--- src/rtl/pexc_pkg.sv ---
package pexc_pkg;
  // Vector layout: stage groups in program-stage order, lowest index wins.
  localparam int N_IF    = 3;
  localparam int N_MEM   = 3;
  localparam int POS_IF  = 0;
  localparam int POS_ID  = POS_IF + N_IF;
  localparam int POS_EX  = POS_ID + 1;
  localparam int POS_MEM = POS_EX + 1;
  localparam int VEC_W   = POS_MEM + N_MEM;
  localparam int CODE_W  = $clog2(VEC_W + 1);
  localparam int NSLOT   = 4;  // ID, EX, MEM, WB registers

  typedef enum logic [CODE_W-1:0] {
    CODE_NONE     = 4'd0,
    CODE_IF_PAGE  = 4'd1,
    CODE_IF_ALIGN = 4'd2,
    CODE_IF_PROT  = 4'd3,
    CODE_ID_ILL   = 4'd4,
    CODE_EX_ARITH = 4'd5,
    CODE_MEM_PAGE = 4'd6,
    CODE_MEM_ALGN = 4'd7,
    CODE_MEM_PROT = 4'd8
  } exc_code_e;
endpackage

--- src/rtl/exc_stage_slot.sv ---
module exc_stage_slot #(
  parameter int PC_W  = 32,
  parameter int VEC_W = 8
) (
  input  logic             clk,
  input  logic             rst_n,
  input  logic             flush_i,
  input  logic             in_valid_i,
  input  logic [PC_W-1:0]  in_pc_i,
  input  logic [VEC_W-1:0] in_vec_i,
  input  logic [VEC_W-1:0] post_i,
  output logic             out_valid_o,
  output logic [PC_W-1:0]  out_pc_o,
  output logic [VEC_W-1:0] out_vec_o
);
  // Causes posted by the stage are merged as the instruction leaves it.
  always_ff @(posedge clk) begin
    if (!rst_n || flush_i) begin
      out_valid_o <= 1'b0;
      out_pc_o    <= '0;
      out_vec_o   <= '0;
    end else begin
      out_valid_o <= in_valid_i;
      out_pc_o    <= in_valid_i ? in_pc_i : '0;
      out_vec_o   <= in_valid_i ? (in_vec_i | post_i) : '0;
    end
  end
endmodule

--- src/rtl/exc_prio_enc.sv ---
module exc_prio_enc #(
  parameter int VEC_W  = 8,
  parameter int CODE_W = 4
) (
  input  logic [VEC_W-1:0]  vec_i,
  output logic [CODE_W-1:0] code_o
);
  // Lowest set bit wins; code is its index plus one, zero when empty.
  always_comb begin
    code_o = '0;
    for (int i = VEC_W - 1; i >= 0; i--) begin
      if (vec_i[i]) code_o = CODE_W'(i + 1);
    end
  end
endmodule

--- src/rtl/exc_trap_ctrl.sv ---
module exc_trap_ctrl
  import pexc_pkg::*;
#(
  parameter int PC_W = 32
) (
  input  logic              clk,
  input  logic              rst_n,
  input  logic              wb_valid_i,
  input  logic [PC_W-1:0]   wb_pc_i,
  input  logic [VEC_W-1:0]  wb_vec_i,
  input  logic              ack_i,
  output logic              take_o,
  output logic              trap_fetch_o,
  output logic              cause_valid_o,
  output logic [CODE_W-1:0] cause_code_o,
  output logic [PC_W-1:0]   epc_o
);
  logic [CODE_W-1:0] win_code;
  exc_code_e         saved_q;

  assign take_o = wb_valid_i && (|wb_vec_i);

  exc_prio_enc #(.VEC_W(VEC_W), .CODE_W(CODE_W)) enc_i (
    .vec_i  (wb_vec_i),
    .code_o (win_code)
  );

  always_ff @(posedge clk) begin
    if (!rst_n) begin
      trap_fetch_o  <= 1'b0;
      cause_valid_o <= 1'b0;
      saved_q       <= CODE_NONE;
      epc_o         <= '0;
    end else begin
      trap_fetch_o <= take_o;
      if (take_o) begin
        cause_valid_o <= 1'b1;
        saved_q       <= exc_code_e'(win_code);
        epc_o         <= wb_pc_i;
      end else if (ack_i) begin
        cause_valid_o <= 1'b0;
        saved_q       <= CODE_NONE;
      end
    end
  end

  assign cause_code_o = saved_q;
endmodule

--- src/rtl/precise_exc_tracker.sv ---
module precise_exc_tracker
  import pexc_pkg::*;
#(
  parameter int PC_W = 32
) (
  input  logic              clk,
  input  logic              rst_n,
  input  logic              fetch_valid_i,
  input  logic [PC_W-1:0]   fetch_pc_i,
  input  logic [N_IF-1:0]   if_cause_i,
  input  logic              id_illegal_i,
  input  logic              ex_arith_i,
  input  logic [N_MEM-1:0]  mem_cause_i,
  input  logic              mem_wr_req_i,
  input  logic              wb_wr_req_i,
  input  logic              cause_ack_i,
  output logic              mem_wr_en_o,
  output logic              wb_wr_en_o,
  output logic              flush_o,
  output logic              trap_fetch_o,
  output logic              cause_valid_o,
  output logic [CODE_W-1:0] cause_code_o,
  output logic [PC_W-1:0]   epc_o
);
  localparam int S_MEM = NSLOT - 2;
  localparam int S_WB  = NSLOT - 1;

  logic [NSLOT-1:0] in_valid;
  logic [PC_W-1:0]  in_pc   [NSLOT];
  logic [VEC_W-1:0] in_vec  [NSLOT];
  logic [VEC_W-1:0] post    [NSLOT];
  logic [NSLOT-1:0] slot_valid;
  logic [PC_W-1:0]  slot_pc [NSLOT];
  logic [VEC_W-1:0] slot_vec[NSLOT];

  logic             take;
  logic             wb_valid;
  logic [PC_W-1:0]  wb_pc;
  logic [VEC_W-1:0] mem_vec_now;

  // Chain: fetch feeds slot 0, each slot feeds the next.
  always_comb begin
    in_valid[0] = fetch_valid_i;
    in_pc[0]    = fetch_pc_i;
    in_vec[0]   = '0;
    for (int k = 1; k < NSLOT; k++) begin
      in_valid[k] = slot_valid[k-1];
      in_pc[k]    = slot_pc[k-1];
      in_vec[k]   = slot_vec[k-1];
    end
    post[0] = VEC_W'(if_cause_i) << POS_IF;
    post[1] = VEC_W'(id_illegal_i) << POS_ID;
    post[2] = VEC_W'(ex_arith_i) << POS_EX;
    post[3] = VEC_W'(mem_cause_i) << POS_MEM;
  end

  for (genvar g = 0; g < NSLOT; g++) begin : g_slot
    exc_stage_slot #(.PC_W(PC_W), .VEC_W(VEC_W)) slot_i (
      .clk         (clk),
      .rst_n       (rst_n),
      .flush_i     (take),
      .in_valid_i  (in_valid[g]),
      .in_pc_i     (in_pc[g]),
      .in_vec_i    (in_vec[g]),
      .post_i      (post[g]),
      .out_valid_o (slot_valid[g]),
      .out_pc_o    (slot_pc[g]),
      .out_vec_o   (slot_vec[g])
    );
  end

  assign wb_valid    = slot_valid[S_WB];
  assign wb_pc       = slot_pc[S_WB];
  assign mem_vec_now = slot_vec[S_MEM] | post[S_WB];

  exc_trap_ctrl #(.PC_W(PC_W)) trap_i (
    .clk           (clk),
    .rst_n         (rst_n),
    .wb_valid_i    (wb_valid),
    .wb_pc_i       (wb_pc),
    .wb_vec_i      (slot_vec[S_WB]),
    .ack_i         (cause_ack_i),
    .take_o        (take),
    .trap_fetch_o  (trap_fetch_o),
    .cause_valid_o (cause_valid_o),
    .cause_code_o  (cause_code_o),
    .epc_o         (epc_o)
  );

  assign flush_o     = take;
  assign mem_wr_en_o = mem_wr_req_i && slot_valid[S_MEM] && !(|mem_vec_now) && !take;
  assign wb_wr_en_o  = wb_wr_req_i && wb_valid && !(|slot_vec[S_WB]);
endmodule

--- config.mk ---
export PLATFORM = sky130hd
export DESIGN_NAME = precise_exc_tracker
export DESIGN_NICKNAME = d
export VERILOG_FILES = /design/src/rtl/pexc_pkg.sv /design/src/rtl/exc_stage_slot.sv /design/src/rtl/exc_prio_enc.sv /design/src/rtl/exc_trap_ctrl.sv /design/src/rtl/precise_exc_tracker.sv
export SDC_FILE = /design/constraint.sdc
export NUM_CORES = 1
export LEC_CHECK = 0
export ABC_AREA = 1
export CAP_MARGIN = 20
export CORE_ASPECT_RATIO = 1.25
export CORE_MARGIN = 1
export CORE_UTILIZATION = 62
export DETAILED_ROUTE_END_ITERATION = 6
export DONT_BUFFER_PORTS = 1
export MAX_ROUTING_LAYER = met4
export PLACE_DENSITY = 0.78
export SLEW_MARGIN = 25
export SYNTH_ARGS = -nofsm -noshare
export SYNTH_HDL_FRONTEND = slang
export SYNTH_SLANG_ARGS = --single-unit
--- constraint.sdc ---
create_clock -name clk -period 2.22 [get_ports clk]
set_input_delay 0.111 -clock clk [delete_from_list [all_inputs] [get_ports clk]]
set_output_delay 0.111 -clock clk [all_outputs]
set_load 0.03 [all_outputs]
# Word-level counts from Yosys, hierarchy flattened
# Index checks and enable logic that the tools add are counted.
# W data, S select, Z words.
[op_classes]
n_mux = 12
bitwise = 7
n_reduce_logical = 18
[ops]
columns = ["op", "n"]
rows = [
  ["$mux W4", 10],
  ["$reduce_or A8 Y1", 2],
  ["$or A8 B4 Y8", 1],
  ["$or A8 B5 Y8", 1],
  ["$or A8 B8 Y8", 1],
  ["$reduce_or A2 Y1", 4],
  ["$logic_and A1 B1 Y1", 6],
  ["$logic_not A1 Y1", 4],
  ["$not A1 Y1", 4],
  ["$mux W1", 2],
  ["$reduce_bool A2 Y1", 1],
  ["$logic_or A1 B1 Y1", 1],
]
[word_totals]
ff_bits = 202
in_bits = 46
out_inout_bits = 41
elab_cells = 54

# Logic depth before layout (Yosys ltp)
[logic_depth]
ltp_word = 9
ltp_mapped = 9
ltp_nobuf = 8

# Cells and area by module
# Synthesis repeated with hierarchy kept, for this count alone.
[hier_totals]
cells_unflattened = 808
hier_area_um2 = 6685.2
[modules_own_cells]
columns = ["module", "instances", "cells_each", "area_each_um2", "seq_area_each_um2"]
rows = [
  ["exc_stage_slot", 4, 128, 1183.6, 820.8],
  ["exc_trap_ctrl", 1, 248, 1749.2, 760.7],
  ["precise_exc_tracker", 1, 29, 121.4, 0.0],
  ["exc_prio_enc", 1, 19, 80.1, 0.0],
]

# Worst setup path before layout
# No wires, ideal clock.
[synth_path]
path_kind = "reg2out"
startpoint = "reg g_slot[3].slot_i.out_vec_o[3]"
endpoint = "out mem_wr_en_o"
arrival_time_ps = 1619
t_required_ps = 2109
slack_ps = 490
stages_incl_launch_ff = 6
path_buffers = 0
path_cell_list = "dfxtp_1 nor2_1 nand2_1 nor2_2 nor2_4 nor4_1"
[synth_via]
elab_chain_cells = 4
[synth_lines]
columns = ["element", "line_no", "rtl"]
rows = [
  ["from (decl)", "exc_stage_slot.sv:14", "output logic [VEC_W-1:0] out_vec_o"],
  ["from (signal assigned)", "exc_stage_slot.sv:25", "out_vec_o <= in_valid_i ? (in_vec_i | post_i) : '0;"],
  ["$reduce_or A8 Y1", "exc_trap_ctrl.sv:21", "assign take_o = wb_valid_i && (|wb_vec_i);"],
  ["$logic_and A1 B1 Y1", "exc_trap_ctrl.sv:21", ""],
  ["via flush_o", "precise_exc_tracker.sv:19", "output logic flush_o,"],
  ["$logic_not A1 Y1", "precise_exc_tracker.sv:91", "assign mem_wr_en_o = mem_wr_req_i && slot_valid[S_MEM] && !(|mem_vec_now) && !take;"],
  ["$logic_and A1 B1 Y1", "precise_exc_tracker.sv:91", ""],
  ["to (decl)", "precise_exc_tracker.sv:17", "output logic mem_wr_en_o,"],
]
# The timed path passes the listed nets, and every way through them passes these cells.

# Final worst setup path
[layout_path]
startpoint = "reg g_slot[3].slot_i.out_vec_o[3]"
endpoint = "reg g_slot[1].slot_i.out_pc_o[5]"
[layout_via]
elab_chain_cells = 4
[layout_lines]
columns = ["element", "line_no", "rtl"]
rows = [
  ["$reduce_or A8 Y1", "exc_trap_ctrl.sv:21", ""],
  ["$logic_and A1 B1 Y1", "exc_trap_ctrl.sv:21", ""],
  ["via flush_o", "precise_exc_tracker.sv:19", ""],
  ["$logic_or A1 B1 Y1", "exc_stage_slot.sv:18", "if (!rst_n || flush_i) begin"],
  ["$reduce_or A2 Y1 (no source line)", "-", ""],
  ["to (signal assigned)", "exc_stage_slot.sv:24", "out_pc_o <= in_valid_i ? in_pc_i : '0;"],
  ["to (decl)", "exc_stage_slot.sv:13", "output logic [PC_W-1:0] out_pc_o,"],
]
# The timed path passes the listed nets, and every way through them passes these cells.
# A chain may end at the register's enable or synchronous reset.

==> impl_metrics.env <==
export IMPL_outcome="finished clean"
export IMPL_ys_ff_latch=190
export IMPL_hold_viol=0
export IMPL_wire_per_inst_um=9.97
export IMPL_slowest_delay_ns=0.43
export IMPL_h_tree_depth=4
export IMPL_synth_cells=663
export IMPL_setup_viol=0
export IMPL_startpoint="g_slot[3].slot_i.out_vec_o[3]"
export IMPL_wl_um=8400
export IMPL_min_period_ns=1.88
export IMPL_yosys_cell_types_count=19
export IMPL_p_seq_share_pct=52.6
export IMPL_place_hpwl_um=4990
export IMPL_crit_end="g_slot[1].slot_i.out_pc_o[5]"
export IMPL_first_global_vias=3382
export IMPL_syn_num_nets=709
export IMPL_clkPwrFrac_pct=45.0
export IMPL_grt_ovfl_total=0
export IMPL_synth_warnings=0
export IMPL_finClkSkew_ns=0.00720
export IMPL_cts_root_buffer_cell="clkbuf_8"
export IMPL_cp_slowest_cell="nor2_8"
export IMPL_numCtsBuffers=17
export IMPL_critical_path_class="reg -> reg"
export IMPL_final_core_util_pct=77.4
export IMPL_clk_latency_ns=0.52
export IMPL_worst_pin_slew_ns=0.671
export IMPL_start_kind="flop"
export IMPL_port_buffers=0
export IMPL_fin_crit_sh_pct=84.5
export IMPL_antenna_found_initial=0
export IMPL_io_pins=87
export IMPL_start_util_pct=64.6
export IMPL_clock_fmax_mhz=533
export IMPL_crit_required_ns=2.66
export IMPL_grt_max_degree=42
export IMPL_gp_congestion=0.788
export IMPL_p_leak_nw=2.89
export IMPL_remaining_drc_errors=0
export IMPL_ir_worst_vdd_uv=559
export IMPL_rsz0062_at_grt="false"
export IMPL_antenna_cells=0
export IMPL_switching_share_pct=19.8
export IMPL_firstDrtPassIters=4
export IMPL_synthTopCellsByArea="dfxtp_1 (67%), inv_1 (11%), nor2_1 (10%), nand2_1 (7.3%), buf_2 (1.3%)"
export IMPL_intPower_mw=5.27
export IMPL_coreArea_um2=8800
export IMPL_worstRegToRegCells=7
export IMPL_finalSetupTns_ns=0
export IMPL_reg2reg_slack_ns=0.34
export IMPL_synth_top_area_share_pct=67.0
export IMPL_final_nets=755
export IMPL_path_clk_slew_ns=0.06
export IMPL_clkSinkCount=190
export IMPL_grt_pass1_wl_um=14200
export IMPL_die_w_um=87.6
export IMPL_cp_arrival_ns=2.32
export IMPL_min_delay_start="fetch_pc_i[5]"
export IMPL_critPathMaxFanout=37
export IMPL_power_switching_mw=1.30
export IMPL_power_share_combinational_pct=2.4
export IMPL_crit_chain="nor2_1 -> nand2_1 -> nor2_2 -> nor2_4 -> nor2_8 -> nand2_4 -> nor2_1"
export IMPL_cp_common_cell="nor2_1"
export IMPL_cts_setup_buffers=0
export IMPL_pwr_density_cell_nw_per_um2=966
export IMPL_vias_per_cell=4.30
export IMPL_cts_buffer_depth=2
export IMPL_grtUsageTotal_pct=20.1
export IMPL_rr_endpoint="g_slot[1].slot_i.out_pc_o[5]"
export IMPL_area_growth_pct=19.8
export IMPL_avgSynthCellArea_um2=8.57
export IMPL_drv_slew=0
export IMPL_vias=3621
export IMPL_drive_gt1_share_pct=5.54
export IMPL_cts_tree="yes"
export IMPL_dieArea_um2=9550
export IMPL_fillers=573
export IMPL_hold_path_class="in -> reg"
export IMPL_worst_setup_path_end_kind="flop"
export IMPL_reg2reg_from="g_slot[3].slot_i.out_vec_o[3]"
export IMPL_slew_headroom_pct=55.1
export IMPL_antenna_left=0
export IMPL_drtIter0Drc=115
export IMPL_placementRows=38
export IMPL_ys_seq_area_share_pct=67.0
export IMPL_syn_area_um2=5680
export IMPL_drv_cap=0
export IMPL_yosys_area_top_type="dfxtp_1"
export IMPL_dieHeight_um=109
## cell usage after synthesis, drive strengths merged
cell type / n
a21oi: 4
and3: 1
buf: 20
inv: 161
o21ai: 2
nand3: 5
o21bai: 1
nor2: 162
nand4: 3
nand2: 113
nor4: 1
dfxtp: 190
## final cells by class
cell class / count / area [µm²] / area share (%)
Sequential cell: 190 / 3800 / 55.9
Multi-Input combinational cell: 292 / 1180 / 17.3
Inverter: 161 / 604 / 8.88
Timing Repair Buffer: 47 / 475 / 6.99
Clock buffer: 20 / 435 / 6.40
Clock inverter: 12 / 160 / 2.35
Tap cell: 120 / 150 / 2.21
## worst min path at each step
stage                                     to  depth (start not counted)
2_1_floorplan   g_slot[0].slot_i.out_pc_o[0]                          2
6_report        g_slot[0].slot_i.out_pc_o[5]                          3
4_1_cts         g_slot[0].slot_i.out_valid_o                          2
5_1_grt        g_slot[0].slot_i.out_pc_o[22]                          3
3_5_place_dp   g_slot[0].slot_i.out_vec_o[0]                          2
3_3_place_gp   g_slot[1].slot_i.out_vec_o[3]                          2
## state kept, by name, indices dropped and copies added (netlist names)
signal / count
trap_i.epc_o: 32
trap_i.trap_fetch_o: 1
trap_i.cause_valid_o: 1
g_slot.slot_i.out_valid_o: 4
g_slot.slot_i.out_pc_o: 128
g_slot.slot_i.out_vec_o: 20
trap_i.cause_code_o: 4
## per-layer routing
| layer | global-route usage [%] | vias up | share of wire [%] |
|---|---|---|---|
| met5 | - | - | 0 |
| met4 | 8.08 | 0 | 1.6 |
| met3 | 7.42 | 16 | 5.7 |
| met2 | 32.2 | 96 | 47 |
| met1 | 22.7 | 1565 | 46 |
| li1 | - | 1944 | - |
## kinds of logic after synthesis
family	Yosys count	synth area share [%]
compound gates	7	0.661
buf+inv	181	12.6
flops	190	67.0
simple gates	285	19.8
## placed cells by master, fill, tap and decap left out, types with 2 or more instances in the layout
| cell | count |
|---|---|
| nand2_1 | 110 |
| inv_1 | 161 |
| nor2_1 | 158 |
| nand4_1 | 3 |
| dlygate4sd3_1 | 44 |
| a21oi_1 | 4 |
| nor2_4 | 2 |
| nand3_1 | 5 |
| nand2_4 | 2 |
| dfxtp_1 | 190 |
| o21ai_0 | 2 |
| inv_6 | 2 |
| bufinv_16 | 3 |
| clkbuf_1 | 2 |
| clkinvlp_4 | 4 |
| clkbuf_16 | 16 |
| clkinv_4 | 2 |
| clkbuf_8 | 2 |
| buf_4 | 2 |
## power groups by stage
stage	combinational, mW	sequential [mW]	clock [mW]
finish	0.159	3.45	2.96
global route	0.180	3.46	3.15
CTS	0.153	3.45	3.02
detailed placement	0.0940	3.53	0
floorplan	0.0829	3.53	0
global placement	0.0918	3.53	0
## critical path, delay by kind of cell (launching register included)
family / cells / cell delay [ns]
AND/OR/NAND/NOR: 7 / 1.46
flip-flops: 1 / 0.33
## what timing repair did
| item | CTS | global route |
|---|---|---|
| resized for setup | 0 | 3 |
| hold buffers | 43 | 1 |
| hold endpoints to repair | 45 | 26 |
| setup endpoints to repair | 0 | 70 |
## metrics by stage
| step | total power, mW | cells | area [µm²] | worst slack (ns) | hold slack (ns) |
|---|---|---|---|---|---|
| after floorplan | 3.61 | 663 | 5680 | 0.490 | 0.223 |
| after global placement | 3.62 | 766 | 5750 | 0.290 | 0.227 |
| after CTS | 6.63 | 841 | 6780 | 0.115 | 0.0473 |
| after global routing | 6.78 | 842 | 6810 | 0.0799 | 0.238 |
| after detailed placement | 3.62 | 766 | 5750 | 0.174 | 0.226 |
| final | 6.57 | 842 | 6810 | 0.344 | 0.249 |
(Power assumes the default switching activity.)
